## config.mk

```make
export PLATFORM = sky130hd
export DESIGN_NAME = dls_unit
export DESIGN_NICKNAME = d
export VERILOG_FILES = /design/src/rtl/dls_pkg.sv /design/src/rtl/dls_ctrl.sv /design/src/rtl/dls_datapath.sv /design/src/rtl/dls_unit.sv
export SDC_FILE = /design/constraint.sdc
export NUM_CORES = 1
export LEC_CHECK = 0
export ABC_CLOCK_PERIOD_IN_PS = 2240
export BUFFER_PORTS_ARGS = -buffer_cell sky130_fd_sc_hd__buf_2
export CORE_ASPECT_RATIO = 0.6
export CORE_MARGIN = 4
export CORE_UTILIZATION = 30
export DETAILED_ROUTE_END_ITERATION = 12
export PLACE_DENSITY = 0.59
export REMOVE_ABC_BUFFERS = 1
export SKIP_LAST_GASP = 1
export SLEW_MARGIN = 20
export SYNTH_ARGS = -nofsm -noshare
export SYNTH_HDL_FRONTEND = slang
export SYNTH_SLANG_ARGS = --single-unit
export TNS_END_PERCENT = 1
```

## constraint.sdc

```tcl
create_clock -name clk -period 2.24 [get_ports clk]
set_clock_uncertainty 0.05 [all_clocks]
set_input_delay 0.336 -clock clk [delete_from_list [all_inputs] [get_ports clk]]
set_output_delay 0.336 -clock clk [all_outputs]
set_load 0.01 [all_outputs]
```

## src/rtl/dls_pkg.sv

```systemverilog
package dls_pkg;
  localparam int INSN_W  = 32;
  localparam int REG_W   = 5;
  localparam int DISP_W  = 14;
  localparam int SIZE_W  = 4;
  localparam logic [5:0] OP_DSLOAD  = 6'd58;
  localparam logic [5:0] OP_DSSTORE = 6'd62;
  localparam logic [5:0] OP_INDEXED = 6'd31;
  localparam logic [9:0] XO_LDX   = 10'd21;
  localparam logic [9:0] XO_LDUX  = 10'd53;
  localparam logic [9:0] XO_STDX  = 10'd149;
  localparam logic [9:0] XO_STDUX = 10'd181;
  localparam logic [9:0] XO_STWUX = 10'd183;
  localparam logic [SIZE_W-1:0] SIZE_DWORD = 4'd8;
  localparam logic [SIZE_W-1:0] SIZE_WORD  = 4'd4;

  typedef struct packed {
    logic issue;
    logic store;
    logic indexed;
    logic zeroBase;
    logic update;
    logic word;
    logic signExt;
    logic refuse;
  } dlsCtrlT;
endpackage

```

## src/rtl/dls_ctrl.sv

```systemverilog
module dls_ctrl
  import dls_pkg::*;
(
  input  logic              inValid,
  input  logic [INSN_W-1:0] insn,
  output dlsCtrlT           ctrl
);
  logic [5:0]       primOp;
  logic [1:0]       dsSel;
  logic [9:0]       extOp;
  logic [REG_W-1:0] tgtField;
  logic [REG_W-1:0] baseField;
  logic known, upd, st, idx, wordOp, sext, badUpdate;

  assign primOp    = insn[31:26];
  assign tgtField  = insn[25:21];
  assign baseField = insn[20:16];
  assign dsSel     = insn[1:0];
  assign extOp     = insn[10:1];

  always_comb begin
    known = 1'b0; upd = 1'b0; st = 1'b0; idx = 1'b0; wordOp = 1'b0; sext = 1'b0;
    unique case (primOp)
      OP_DSLOAD: begin
        case (dsSel)
          2'd0: known = 1'b1;
          2'd1: begin known = 1'b1; upd = 1'b1; end
          2'd2: begin known = 1'b1; wordOp = 1'b1; sext = 1'b1; end
          default: known = 1'b0;
        endcase
      end
      OP_DSSTORE: begin
        st = 1'b1;
        case (dsSel)
          2'd0: known = 1'b1;
          2'd1: begin known = 1'b1; upd = 1'b1; end
          default: known = 1'b0;
        endcase
      end
      OP_INDEXED: begin
        idx = 1'b1;
        case (extOp)
          XO_LDX:   known = 1'b1;
          XO_LDUX:  begin known = 1'b1; upd = 1'b1; end
          XO_STDX:  begin known = 1'b1; st = 1'b1; end
          XO_STDUX: begin known = 1'b1; st = 1'b1; upd = 1'b1; end
          XO_STWUX: begin known = 1'b1; st = 1'b1; upd = 1'b1; wordOp = 1'b1; end
          default:  known = 1'b0;
        endcase
      end
      default: known = 1'b0;
    endcase
  end

  assign badUpdate = upd && ((baseField == '0) || (!st && (baseField == tgtField)));

  always_comb begin
    ctrl          = '0;
    ctrl.issue    = inValid && known && !badUpdate;
    ctrl.refuse   = inValid && (!known || badUpdate);
    ctrl.store    = st;
    ctrl.indexed  = idx;
    ctrl.update   = upd;
    ctrl.zeroBase = !upd && (baseField == '0);
    ctrl.word     = wordOp;
    ctrl.signExt  = sext;
  end
endmodule

```

## src/rtl/dls_datapath.sv

```systemverilog
module dls_datapath
  import dls_pkg::*;
#(
  parameter int XLEN = 64
) (
  input  logic              clk,
  input  logic              rstN,
  input  dlsCtrlT           ctrl,
  input  logic [INSN_W-1:0] insn,
  input  logic [XLEN-1:0]   raData,
  input  logic [XLEN-1:0]   rbData,
  output logic              reqValid,
  output logic              reqStore,
  output logic [XLEN-1:0]   reqAddr,
  output logic [SIZE_W-1:0] reqSize,
  output logic              reqSignExt,
  output logic [REG_W-1:0]  reqDataReg,
  output logic              wbValid,
  output logic [REG_W-1:0]  wbReg,
  output logic [XLEN-1:0]   wbData,
  output logic              illegal
);
  localparam int EXT_W = XLEN - DISP_W - 2;

  logic [DISP_W-1:0] dispField;
  logic [XLEN-1:0]   dispOffset;
  logic [XLEN-1:0]   baseVal;
  logic [XLEN-1:0]   offsetVal;
  logic [XLEN-1:0]   effAddr;

  assign dispField  = insn[15:2];
  assign dispOffset = {{EXT_W{dispField[DISP_W-1]}}, dispField, 2'b00};
  assign baseVal    = ctrl.zeroBase ? '0 : raData;
  assign offsetVal  = ctrl.indexed ? rbData : dispOffset;
  assign effAddr    = baseVal + offsetVal;

  always_ff @(posedge clk or negedge rstN) begin
    if (!rstN) begin
      reqValid   <= 1'b0;
      wbValid    <= 1'b0;
      illegal    <= 1'b0;
      reqStore   <= 1'b0;
      reqAddr    <= '0;
      reqSize    <= '0;
      reqSignExt <= 1'b0;
      reqDataReg <= '0;
      wbReg      <= '0;
      wbData     <= '0;
    end else begin
      reqValid <= ctrl.issue;
      wbValid  <= ctrl.issue && ctrl.update;
      illegal  <= ctrl.refuse;
      if (ctrl.issue) begin
        reqStore   <= ctrl.store;
        reqAddr    <= effAddr;
        reqSize    <= ctrl.word ? SIZE_WORD : SIZE_DWORD;
        reqSignExt <= ctrl.signExt;
        reqDataReg <= insn[25:21];
        wbReg      <= insn[20:16];
        wbData     <= effAddr;
      end
    end
  end
endmodule

```

## src/rtl/dls_unit.sv

```systemverilog
module dls_unit
  import dls_pkg::*;
#(
  parameter int XLEN = 64
) (
  input  logic              clk,
  input  logic              rstN,
  input  logic              inValid,
  input  logic [INSN_W-1:0] insn,
  input  logic [XLEN-1:0]   raData,
  input  logic [XLEN-1:0]   rbData,
  output logic [REG_W-1:0]  raSel,
  output logic [REG_W-1:0]  rbSel,
  output logic              reqValid,
  output logic              reqStore,
  output logic [XLEN-1:0]   reqAddr,
  output logic [SIZE_W-1:0] reqSize,
  output logic              reqSignExt,
  output logic [REG_W-1:0]  reqDataReg,
  output logic              wbValid,
  output logic [REG_W-1:0]  wbReg,
  output logic [XLEN-1:0]   wbData,
  output logic              illegal
);
  dlsCtrlT ctrl;

  assign raSel = insn[20:16];
  assign rbSel = insn[15:11];

  dls_ctrl ctrl_i (
    .inValid (inValid),
    .insn    (insn),
    .ctrl    (ctrl)
  );

  dls_datapath #(.XLEN(XLEN)) dp_i (
    .clk        (clk),
    .rstN       (rstN),
    .ctrl       (ctrl),
    .insn       (insn),
    .raData     (raData),
    .rbData     (rbData),
    .reqValid   (reqValid),
    .reqStore   (reqStore),
    .reqAddr    (reqAddr),
    .reqSize    (reqSize),
    .reqSignExt (reqSignExt),
    .reqDataReg (reqDataReg),
    .wbValid    (wbValid),
    .wbReg      (wbReg),
    .wbData     (wbData),
    .illegal    (illegal)
  );
endmodule

```

After elaboration in Yosys (flattened, before gate mapping)
Index checks and enable logic that the tools add are counted.

word-level totals
  bits in registers = 83
  input port bits = 163
  output and inout port bits = 157
  logic and storage cells = 59

operators by class
  add/subtract/negate cells = 1
  equal/unequal tests = 11
  muxes and demuxes = 17
  reductions and logical operators = 21

operators by type and width
  operator               number
  $mux W64               2
  $add A64 B64 Y64       1
  $eq A10 B8 Y1 const B  3
  $eq A6 B6 Y1 const B   2
  $eq A10 B5 Y1 const B  1
  $eq A10 B6 Y1 const B  1
  $mux W1                10
  $reduce_or A3 Y1       3
  $logic_and A1 B1 Y1    7
  $eq A6 B5 Y1 const B   1
  $pmux W1 S2            3
  $eq A5 B5 Y1           1
  $logic_not A5 Y1       1
  $reduce_or A5 Y1       1
  $logic_not A1 Y1       4
  $mux W4                1
  $reduce_or A2 Y1       2
  $pmux W1 S3            1
  $eq A2 B1 Y1 const B   1
  $eq A2 B2 Y1 const B   1
  $logic_not A2 Y1       1
  $logic_or A1 B1 Y1     2

Longest topological paths before layout
  word-level depth = 11
  gate-level depth with buffers = 20
  mapped depth without buffers = 19

Hierarchy
From an unflattened synthesis, not the netlist that was laid out.

second synthesis, totals
  cell total of the unflattened synthesis = 1051
  area, all modules = 8533.2 um^2

by module, submodules not included
  module        times used  cells an instance  area an instance (um^2)
  dls_datapath  1           1000               8170.3
  dls_ctrl      1           41                 287.8
  dls_unit      1           10                 75.1

Least setup slack after synthesis
Ideal clock, no wire load.

  kind = input -> register
  start = in insn[29]
  end = reg dp_i.reqAddr[60]
  library setup time = 64 ps
  arrival time = 4228 ps
  data required time = 2126 ps
  path slack = -2102 ps
  cell stages on the path = 20
  buffers on the path = 1
  cell sequence = nand3_1 nor3_1 and3_1 a32oi_1 nand2_1 clkbuf_1 and2_1 ha_1 inv_1 fa_1 nand2b_1 a21oi_2 o2111ai_2 or3b_4 nor2_2 nor3_2 o2111a_1 o41a_1 nor4_1 or3_1

on the way
  cells in the longest elaborated chain, start to end = 8
  elaborated cells on any way between the ends = 20

RTL lines
  what                                                      line                text
  start, declared                                           dls_unit.sv:9       input logic [INSN_W-1:0] insn,
  branches (longest 8 deep; another with $add A64 B64 Y64)  --
  end signal, assigned                                      dls_datapath.sv:55  reqAddr <= effAddr;
  end, declared                                             dls_datapath.sv:14  output logic [XLEN-1:0] reqAddr,

Several ways; the timed one is not identified.
A chain may end at the register's enable or synchronous reset.

Worst setup path in the final report
  start = in insn[17]
  end = reg dp_i.reqAddr[60]

on the way
  cells in the longest elaborated chain, start to end = 6
  elaborated cells on any way between the ends = 10

RTL lines
  what
  branches (longest 6 deep; another with $add A64 B64 Y64)

Several ways; the timed one is not identified.

==> flow_metrics.py <==
metrics = {
    "status": {
        "status": "finished, violations left",
        "violations": "negative setup slack",
    },
    "logic_synthesis": {
        "seq_area_frac_synth_pct": 24.2,
        "synth_ff_type": "dfrtp_1",
        "ys_warn_count": 0,
        "ys_seq_elements": 81,
        "synthCells": 1064,
        "async_flop_share_pct": 100,
        "synth_area_per_cell_um2": 7.87,
        "yosysUniqueCellTypes": 71,
        "synth-edff-count": 0,
        "syn_area_um2": 8370,
    },
    "grt": {
        "grt_pass1_wl_um": 52900,
        "antenna_found_initial": 3,
        "grt_max_degree": 39,
        "grt_usage_pct": 22.2,
        "grt_overflow": 0,
        "grt_pass1_vias": 9265,
    },
    "die": {
        "die_h_um": 137,
        "fp-row-count": 47,
        "dieArea_um2": 30700,
        "die_w_um": 224,
        "core_area_um2": 27500,
        "initial_core_util_pct": 30.4,
        "ios": 320,
    },
    "routing": {
        "drt_iter0_markers": 654,
        "route.met3.wl_um": 2230,
        "wire_per_inst_um": 18.3,
        "vias": 9532,
        "highest_layer": "met5",
        "drt_wl_total_um": 35300,
        "wl_met1_um": 17400,
        "final_antenna_net_count": 0,
        "drt-pass1-iter-count": 5,
        "viasPerCell": 4.93,
        "drc": 0,
        "dr_wl_met2_um": 15100,
    },
    "pwr": {
        "leakagePower_nw": 6.86,
        "power.internal_mw": 4.44,
        "pwr-share-seq_pct": 27.5,
        "power_density_nw_per_um2": 560,
        "clkPwrFrac_pct": 22.4,
        "swShare_pct": 39.5,
        "p_sw_mw": 2.89,
        "ir_worst_vdd_mv": 0.333,
        "power_mw": 7.33,
        "power_frac_comb_pct": 50.1,
    },
    "critical_path": {
        "r2r-start": "dp_i.reqAddr[60]",
        "crit_path_start_kind": "input pin",
        "crit_fanout": 10,
        "max_stage_delay_ns": 0.54,
        "path_cells": "buf_6, or4_4, nor2_4, nand2_4, buf_12, buf_12, and2_1, ha_1, buf_4, and3_4, and4_4, nand4_1, nor2_2, nor3_4, o2111a_1, o41a_1, nor4_1, or3_1",
        "crit_start": "insn[17]",
        "r2r_slack_ns": 1.18,
        "arrival_ns": 4.17,
        "cp-end-kind": "flip-flop",
        "reg2reg_depth": 3,
        "crit_top_cell": "buf_12",
        "reg2reg_to": "dp_i.reqAddr[60]",
        "required_ns": 2.49,
        "critPathKind": "in2reg",
        "cpMaxStageDelayCell": "or4_4",
    },
    "layout": {
        "post_route_cells_drive_above_1_share_pct": 49.2,
        "fillers": 2744,
        "register_area_um2": 2030,
        "synthToLayoutAreaGrowth_pct": 56.4,
        "final_cell_mix": "buf_2, buf_4, nand2_1",
        "multi_input_area_um2": 6170,
        "final_common_cell": "buf_2",
        "layout.nets": 1787,
        "design_area_um2": 13100,
    },
    "hold_path": {
        "min_path_cells": 2,
        "hp-start": "insn[21]",
        "hold_end": "dp_i.reqDataReg[0]",
        "min_path_type": "in2reg",
    },
    "sta": {
        "finalHoldViolations": 0,
        "period_minus_slack_ns": 3.92,
        "period_share_pct": 175,
        "whs_ns": 0.188,
        "rsz0062_at_grt": "yes",
        "slew_viol_final": 0,
        "setup_viol_count_final": 79,
        "fmax_mhz": 255,
        "worst_pin_slew_ns": 0.514,
        "max-slew-margin-rel_pct": 64.8,
        "setup_ws_ns": -1.68,
    },
    "placed_design": {
        "hpwl_um": 28900,
        "port_buffers": 317,
        "dpl_cell_area_um2": 11800,
        "place_ws_ns": -2.39,
        "gp_congestion": 0.940,
    },
    "clock_network": {
        "clock_latency_ns": 0.35,
        "numCtsBuffers": 9,
        "clk_pin_slew_ns": 0.07,
        "cts-root-buf": "clkbuf_16",
        "cts_tree": "done",
        "clock-sinks": 81,
        "cts_buffer_depth": 2,
        "htreeDepth": 3,
    },
    "run": {
        "max_cap_viol_count": 0,
    },
}
-- cell families (layout without fill, tap and decap cells) --
group,count (synthesis),after routing,share of synthesized area (%)
and+or+nand+nor,347,347,20.6
adders and majority gates,64,64,9.65
muxes,26,26,3.50
other,1,3,0.0448
xor gates and xnor gates,62,62,6.49
DFF,81,81,24.2
AOI/OAI and AO/OA,329,329,25.0
buffers and inverters,154,654,10.5
-- registers in the layout, summed over array words and instances (netlist names) --
| name | cells |
|---|---|
| dp_i.reqStore | 1 |
| dp_i.reqSignExt | 1 |
| dp_i.reqDataReg | 5 |
| dp_i.reqAddr | 64 |
| dp_i.reqValid | 1 |
| dp_i.reqSize | 2 |
| dp_i.illegal | 1 |
| dp_i.wbValid | 1 |
| dp_i.wbReg | 5 |
-- worst max-delay path by stage --
stage | endpoint | depth (start not counted) | slack (ns)
2_1_floorplan | dp_i.reqAddr[60] | 15 | -6.75
3_3_place_gp | dp_i.reqAddr[62] | 19 | -2.33
3_5_place_dp | dp_i.reqAddr[62] | 19 | -2.39
4_1_cts | dp_i.reqAddr[62] | 19 | -1.60
5_1_grt | dp_i.reqAddr[56] | 19 | -1.81
6_report | dp_i.reqAddr[60] | 18 | -1.68
-- layer usage --
metal | vias to the layer above | GRT usage (%)
met5 | - | 0
met4 | 4 | 5.44
met3 | 39 | 4.73
met2 | 299 | 33.9
met1 | 4493 | 32.0
li1 | 4697 | -
-- critical path, delay by kind of cell --
family	cells	cell delay, ns
simple gates	11	2.25
buf+inv	4	0.53
fa+ha+maj	1	0.30
compound gates	2	0.73
-- power groups by stage --
| stage | logic (mW) | clock network [mW] | registers, mW |
|---|---|---|---|
| after CTS | 3.60 | 1.69 | 2.02 |
| final | 3.67 | 1.64 | 2.01 |
| after detailed placement | 3.39 | 0 | 2.05 |
| after floorplan | 1.32 | 0 | 2.25 |
| after global routing | 4.00 | 1.75 | 2.06 |
| after global placement | 3.39 | 0 | 2.04 |
-- synth_stat cells (all sizes together), types with 4 or more instances --
library cell,instances,share of area (%)
a211oi,8,0.72
a21boi,5,0.45
a21o,77,6.9
a21oi,79,4.8
a31oi,10,0.75
and2,67,5.0
and3,5,0.37
buf,84,7.3
clkbuf,51,2.3
dfrtp,81,24
ha,63,9.4
inv,18,0.81
mux2,26,3.5
nand2,134,6.0
nand2b,10,0.75
nand3,22,1.3
nand4,21,1.6
nor2,44,2.0
nor2b,10,0.75
nor3,14,0.90
o211ai,7,0.69
o21a,11,0.99
o21ai,94,5.6
o21bai,7,0.63
o31ai,5,0.45
or4,4,0.36
xnor2,36,3.8
xor2,26,2.7
-- metrics by stage --
step | setup TNS (ns) | cells | utilization (%)
final | -79.07 | 1933 | 47.6
after detailed placement | -111.58 | 1890 | 42.8
after global routing | -91.15 | 1933 | 47.6
after global placement | -111.69 | 1890 | 42.8
after CTS | -77.39 | 1923 | 46.6
after floorplan | -471.73 | 930 | -
-- repair_timing --
item | 4_1_cts | 5_1_grt
pin swaps | 50 | 42
gates cloned | 3 | 0
setup buffers | 13 | 9
hold buffers | 1 | 0
setup endpoints to repair | 61 | 80
endpoints found under the hold margin | 23 | 0
resized for setup | 98 | 49
-- cell type report --
| class | count | area share [%] |
|---|---|---|
| Multi-Input combinational cell | 830 | 47.1 |
| Inverter | 19 | 0.545 |
| Tap cell | 367 | 3.51 |
| Sequential cell | 81 | 15.5 |
| Clock inverter | 7 | 0.640 |
| Timing Repair Buffer | 619 | 30.9 |
| Antenna cell | 1 | 0.0191 |
| Clock buffer | 9 | 1.72 |
(Power assumes the default switching activity.)
